<file path="config.mk">
export PLATFORM = sky130hd
export DESIGN_NAME = branch_eval
export DESIGN_NICKNAME = d
export VERILOG_FILES = /design/src/rtl/branch_pkg.sv /design/src/rtl/br_compare.sv /design/src/rtl/br_combine.sv /design/src/rtl/br_target.sv /design/src/rtl/branch_eval.sv
export SDC_FILE = /design/constraint.sdc
export NUM_CORES = 1
export LEC_CHECK = 0
export ABC_CLOCK_PERIOD_IN_PS = 1100
export BUFFER_PORTS_ARGS = -buffer_cell sky130_fd_sc_hd__clkbuf_2
export CORE_AREA = 3 3 117 119
export DETAILED_ROUTE_END_ITERATION = 8
export DIE_AREA = 0 0 120 122
export GPL_TIMING_DRIVEN = 1
export PLACE_DENSITY_LB_ADDON = 0.3
export SYNTH_ARGS = -nofsm -noshare
export SYNTH_HDL_FRONTEND = slang
export SYNTH_SLANG_ARGS = --single-unit
</file>
<file path="constraint.sdc">
create_clock -name clk_i -period 1.1 [get_ports clk_i]
set_input_delay 0.055 -clock clk_i [delete_from_list [all_inputs] [get_ports clk_i]]
set_output_delay 0.055 -clock clk_i [all_outputs]
set_load 0.01 [all_outputs]
</file>
<file path="src/rtl/branch_pkg.sv">
package branch_pkg;
  typedef enum logic [1:0] {CMP_EQ, CMP_NE, CMP_LT, CMP_LE} cmp_sel_e;
  typedef enum logic [1:0] {FLG_OVF, FLG_ZERO, FLG_SIGN, FLG_PAR} flag_sel_e;
  typedef enum logic [1:0] {MIX_CMP, MIX_OR, MIX_ANDN, MIX_ORN} mix_sel_e;
  typedef struct packed {
    mix_sel_e  mix;
    flag_sel_e flag;
    cmp_sel_e  cmp;
  } cond_t;
endpackage

</file>
<file path="src/rtl/br_compare.sv">
module br_compare
  import branch_pkg::*;
#(
  parameter int DATA_W = 32,
  parameter int IDX_W  = 5
) (
  input  cmp_sel_e          sel_i,
  input  logic [IDX_W-1:0]  idx_a_i,
  input  logic [IDX_W-1:0]  idx_b_i,
  input  logic [DATA_W-1:0] a_i,
  input  logic [DATA_W-1:0] b_i,
  output logic              hit_o
);
  always_comb begin
    unique case (sel_i)
      CMP_EQ:  hit_o = (idx_a_i == idx_b_i) || (a_i == b_i); // same index short-cut
      CMP_NE:  hit_o = (a_i != b_i);
      CMP_LT:  hit_o = (a_i < b_i);
      default: hit_o = (a_i <= b_i);
    endcase
  end
endmodule

</file>
<file path="src/rtl/br_combine.sv">
module br_combine
  import branch_pkg::*;
#(
  parameter int NFLAG = 4
) (
  input  logic [NFLAG-1:0] flags_i,
  input  flag_sel_e        flag_sel_i,
  input  mix_sel_e         mix_i,
  input  logic             cmp_i,
  output logic             take_o
);
  logic f;
  assign f = flags_i[flag_sel_i];

  always_comb begin
    unique case (mix_i)
      MIX_CMP:  take_o = cmp_i;
      MIX_OR:   take_o = cmp_i | f;
      MIX_ANDN: take_o = cmp_i & ~f;
      default:  take_o = cmp_i | ~f;
    endcase
  end
endmodule

</file>
<file path="src/rtl/br_target.sv">
module br_target #(
  parameter int PC_W = 32
) (
  input  logic            take_i,
  input  logic            rel_i,
  input  logic [PC_W-1:0] pc_i,
  input  logic [PC_W-1:0] imm_i,
  output logic [PC_W-1:0] next_pc_o
);
  localparam logic [PC_W-1:0] Step = PC_W'(1);
  logic [PC_W-1:0] jump_pc;

  assign jump_pc   = rel_i ? imm_i + pc_i : imm_i;
  assign next_pc_o = take_i ? jump_pc : pc_i + Step;
endmodule

</file>
<file path="src/rtl/branch_eval.sv">
module branch_eval
  import branch_pkg::*;
#(
  parameter int DATA_W = 32,
  parameter int IDX_W  = 5,
  parameter int PC_W   = 32
) (
  input  logic              clk_i,
  input  logic              rst_ni,
  input  logic              valid_i,
  input  logic [IDX_W-1:0]  idx_a_i,
  input  logic [IDX_W-1:0]  idx_b_i,
  input  logic [DATA_W-1:0] val_a_i,
  input  logic [DATA_W-1:0] val_b_i,
  input  logic [3:0]        flags_i,
  input  logic [5:0]        cond_i,
  input  logic              rel_i,
  input  logic [PC_W-1:0]   pc_i,
  input  logic [PC_W-1:0]   imm_i,
  output logic              valid_o,
  output logic              taken_o,
  output logic [PC_W-1:0]   next_pc_o
);
  cond_t           cond;
  logic            cmp_hit, take;
  logic [PC_W-1:0] next_pc;

  assign cond = cond_t'(cond_i);

  br_compare #(.DATA_W(DATA_W), .IDX_W(IDX_W)) u_cmp (
    .sel_i  (cond.cmp),
    .idx_a_i(idx_a_i),
    .idx_b_i(idx_b_i),
    .a_i    (val_a_i),
    .b_i    (val_b_i),
    .hit_o  (cmp_hit)
  );

  br_combine #(.NFLAG(4)) u_mix (
    .flags_i   (flags_i),
    .flag_sel_i(cond.flag),
    .mix_i     (cond.mix),
    .cmp_i     (cmp_hit),
    .take_o    (take)
  );

  br_target #(.PC_W(PC_W)) u_tgt (
    .take_i   (take),
    .rel_i    (rel_i),
    .pc_i     (pc_i),
    .imm_i    (imm_i),
    .next_pc_o(next_pc)
  );

  always_ff @(posedge clk_i or negedge rst_ni) begin
    if (!rst_ni) begin
      valid_o   <= 1'b0;
      taken_o   <= 1'b0;
      next_pc_o <= '0;
    end else begin
      valid_o <= valid_i;
      if (valid_i) begin
        taken_o   <= take;
        next_pc_o <= next_pc;
      end
    end
  end
endmodule

</file>
==> impl_results.md <==
- Std cell rows: 41
- Total global routing overflow: 0
- Clock Tree Buf Depth: 2
- IO Port Bufs: between 150 and 200
- Yosys reg bits: 34
- Mapped cell area: 0.00508 mm^2
- Max cap viols: 0
- # setup viols final: 33
- Final Hold Viols: 0
- Asr flop ratio synth: 1.00
- Final Critical Period: approximately 2200 ps
- CTS H-Tree Depth: 2
- # diodes: 0
- HP Class: in2reg
- Clk_lat worst skew: 270 ps
- Net switching power figure: 2.92 mW
- Die width: 120 um
- Worst-case reg-to-reg path depth: 3
- Failing checks: negative setup slack
- FMAX: 0.458 GHz
- Startpoint Class: input pin
- Yosys warning total: 0
- Clk root buf: clkbuf_16
- Core region area: 0.0127 mm^2
- Die Area: 0.0146 mm^2
- Critical-path cell list: clkbuf_2, inv_1, ha_4, a21oi_1, o21ai_0, a221oi_1, o211ai_1, o221ai_2, and2_4, clkbuf_16, a21oi_2, mux2_4
- Non-filler cells, final: 1183
- Vias per cell: roughly 5.4
- Via count: 6410
- Pin count of the biggest net entering global routing: 35
- Cells after Synth: 649
- Detailed Place HPWL: 14.8 mm
- Worst clock skew: 0 ps
- First-pass GRT wire length: between 20 and 30 mm
- WL final: 19.7 mm
- RSZ-0062 raised after global routing: yes
- Pleak: 4.35 nW
- IO Pins: 186
- Hold slack: 114 ps
- Initial Util: 0.401
- Synth unique cells: 67
- WHS Path Cells: 3
- Post-route cell area: 0.00890 mm^2
- CTS buffer count: 5
- Initial DRC count: 367
- Pre-Repair DR Iteration Count: 5
- Setup ws final: -1080 ps
- Net Count, Synth: just under 900
- Antenna-violating nets left: 0
- Inst Count DP: 1159
- Critical path startpoint: val_b_i[21]
- Number of global-route vias before repair: 6405
- Total power: 7.71 mW
- WS Path Type: in2reg
- Layout area overhead: 75.2%
- Internal: 4.80 mW
- Worst-path maximum fanout: 6
- CP arrival: 2340 ps
- Clk sinks: 34
- Die height: approximately 120 um
- GR Util All Layers: 0.248
- Slowest-stage cell, CP: a221oi_1
- FF-to-FF Start: next_pc_o[30]$_DFFE_PN0P_
- RD Place Congestion: 0.896
- Min-delay src: imm_i[24]
- Clk pwr share: 0.186
- Final #Nets: about 1200
- Sequential share of power: 0.220
- Slew HR: 0.686
- Pins Over Slew Limit: 0
- WL/cell: 16.7 um
- Setup crit end kind: flip-flop
- Crit path largest cell delay: 360 ps
- Post-synthesis sequential area ratio: 0.167
- Sw frac: 0.378
- Antenna violations before repair: 0
- Final period util: 1.99
- Fraction of layout cells with a size suffix above 1: 0.540
- Avg Cell Area, Syn: 7.83 um^2
- CTS tree: built
- CP required: 1260 ps
- P per Cell Area: 867 mW/mm^2
- Worst-Margin Slew: 466 ps
- Clock-pin slew on the worst setup and hold paths: 60 ps
- Status: finished with violations
- Comb pwr share: 0.593
- Ys flop type: dfrtp_1
- Max IR drop VDD: between 0.5 and 0.6 mV
- DRC errors left: 0
- Area post-placement: between 0.007 and 0.008 mm^2
- Post-synth EDFFs: 0
[power groups by stage]
stage | combinational [mW] | sequential [mW] | clock (mW)
5_1_grt | 4.97 | 1.72 | 1.51
3_5_place_dp | 3.78 | 1.70 | 0
2_1_floorplan | 1.95 | 1.76 | 0
4_1_cts | 4.10 | 1.69 | 1.44
6_report | 4.58 | 1.70 | 1.44
3_3_place_gp | 3.71 | 1.70 | 0
[registers in the layout, indices dropped and copies added (netlist names)]
name	flops
next_pc_o	32
taken_o	1
valid_o	1
[critical path: cells and delay by family]
family	cells	cell delay, ps
AND/OR/NAND/NOR	1	310
AO/OA/AOI/OAI	6	1090
adder cells (fa/ha/maj)	1	220
buffers and inverters	3	400
multiplexers	1	260
[metrics by stage]
stage | TNS [ps] | worst slack, ps | utilization
6_report | -33440 | -1080 | 0.702
5_1_grt | -36580 | -1180 | 0.702
4_1_cts | -30270 | -985 | 0.656
3_5_place_dp | -42900 | -1420 | 0.613
3_3_place_gp | -42120 | -1420 | 0.613
2_1_floorplan | -31410 | -1020 | -
[placed cells by master, fill, tap and decap left out, types with 6 or more instances in the layout]
master     Yosys  layout
ha_4           0      32
inv_1         47      28
buf_6          3      18
a21oi_1       78      51
nand3_1       21      21
nand2_1       49      45
xnor2_1       31      31
o21ai_0       32      19
a21o_1        31      31
clkbuf_2       0     167
mux2_4         1      13
a21oi_2        1      27
nor3_2         2       7
ha_1          64      31
buf_4          1     176
buf_12         1       7
o2bb2ai_1      6       6
xor2_1        29      28
nor3_1        14       8
nand4_1       17      17
o211ai_1       8       8
mux2i_1       15      14
inv_2          1      16
dfrtp_1       34      34
nor2_1        50      35
nor2_2         0      10
o21ai_1        1       8
clkbuf_16      0       8
[cell families after synthesis]
logic type,count (synthesis),share of synthesized area
XOR/XNOR,60,0.103
adder cells (fa/ha/maj),65,0.162
multiplexers,31,0.0680
AND/OR/NAND/NOR,190,0.192
AO/OA/AOI/OAI,198,0.247
flip-flops,34,0.167
buffers and inverters,71,0.0611
[final timing paths]
kind                                        endpoint  slack, ps
max                         next_pc_o[2]$_DFFE_PN0P_      -1080
min reg2reg                      taken_o$_DFFE_PN0P_        500
max reg2reg                next_pc_o[30]$_DFFE_PN0P_        290
max in group asynchronous  next_pc_o[28]$_DFFE_PN0P_        620
min                        next_pc_o[24]$_DFFE_PN0P_        110
min in group asynchronous   next_pc_o[6]$_DFFE_PN0P_        280
[synth_stat cells (8+ instances only)]
cell	number	share of area
a21o_1	31	0.046
a21oi_1	78	0.077
clkbuf_1	16	0.012
dfrtp_1	34	0.17
ha_1	64	0.16
inv_1	47	0.035
mux2_2	13	0.029
mux2i_1	15	0.030
nand2_1	49	0.036
nand3_1	21	0.021
nand4_1	17	0.021
nor2_1	50	0.037
nor3_1	14	0.014
o211ai_1	8	0.012
o21ai_0	32	0.032
xnor2_1	31	0.053
xor2_1	29	0.050
[repair_timing]
action                                  in CTS  in global routing
hold endpoints to repair                    34                  0
endpoints found under the setup margin      33                 33
buffers inserted                             5                  6
gates resized for setup                     56                106
pin swaps                                   24                 37
hold buffers                                 1                  0
cloned                                       1                  3
[per-layer routing]
layer | GRT usage | wire [um] | vias to the layer above | part of all wire
met4 | 0.0988 | 874 | 0 | 0.044
li1 | - | - | 3093 | -
met2 | 0.449 | 9930 | 269 | 0.50
met5 | 0 | 0 | - | 0
met3 | 0.0357 | 1160 | 66 | 0.059
met1 | 0.295 | 7760 | 2982 | 0.39
[layout make-up]
| class | instances | area [um^2] |
|---|---|---|
| Multi-Input combinational cell | 544 | 4810 |
| Fill cell | 1007 | 3770 |
| Timing Repair Buffer | 377 | 2670 |
| Sequential cell | 34 | 851 |
| Tap cell | 172 | 215 |
| Inverter | 48 | 200 |
| Clock buffer | 7 | 143 |
| Clock inverter | 1 | 5.00 |
(Power assumes the default switching activity.)
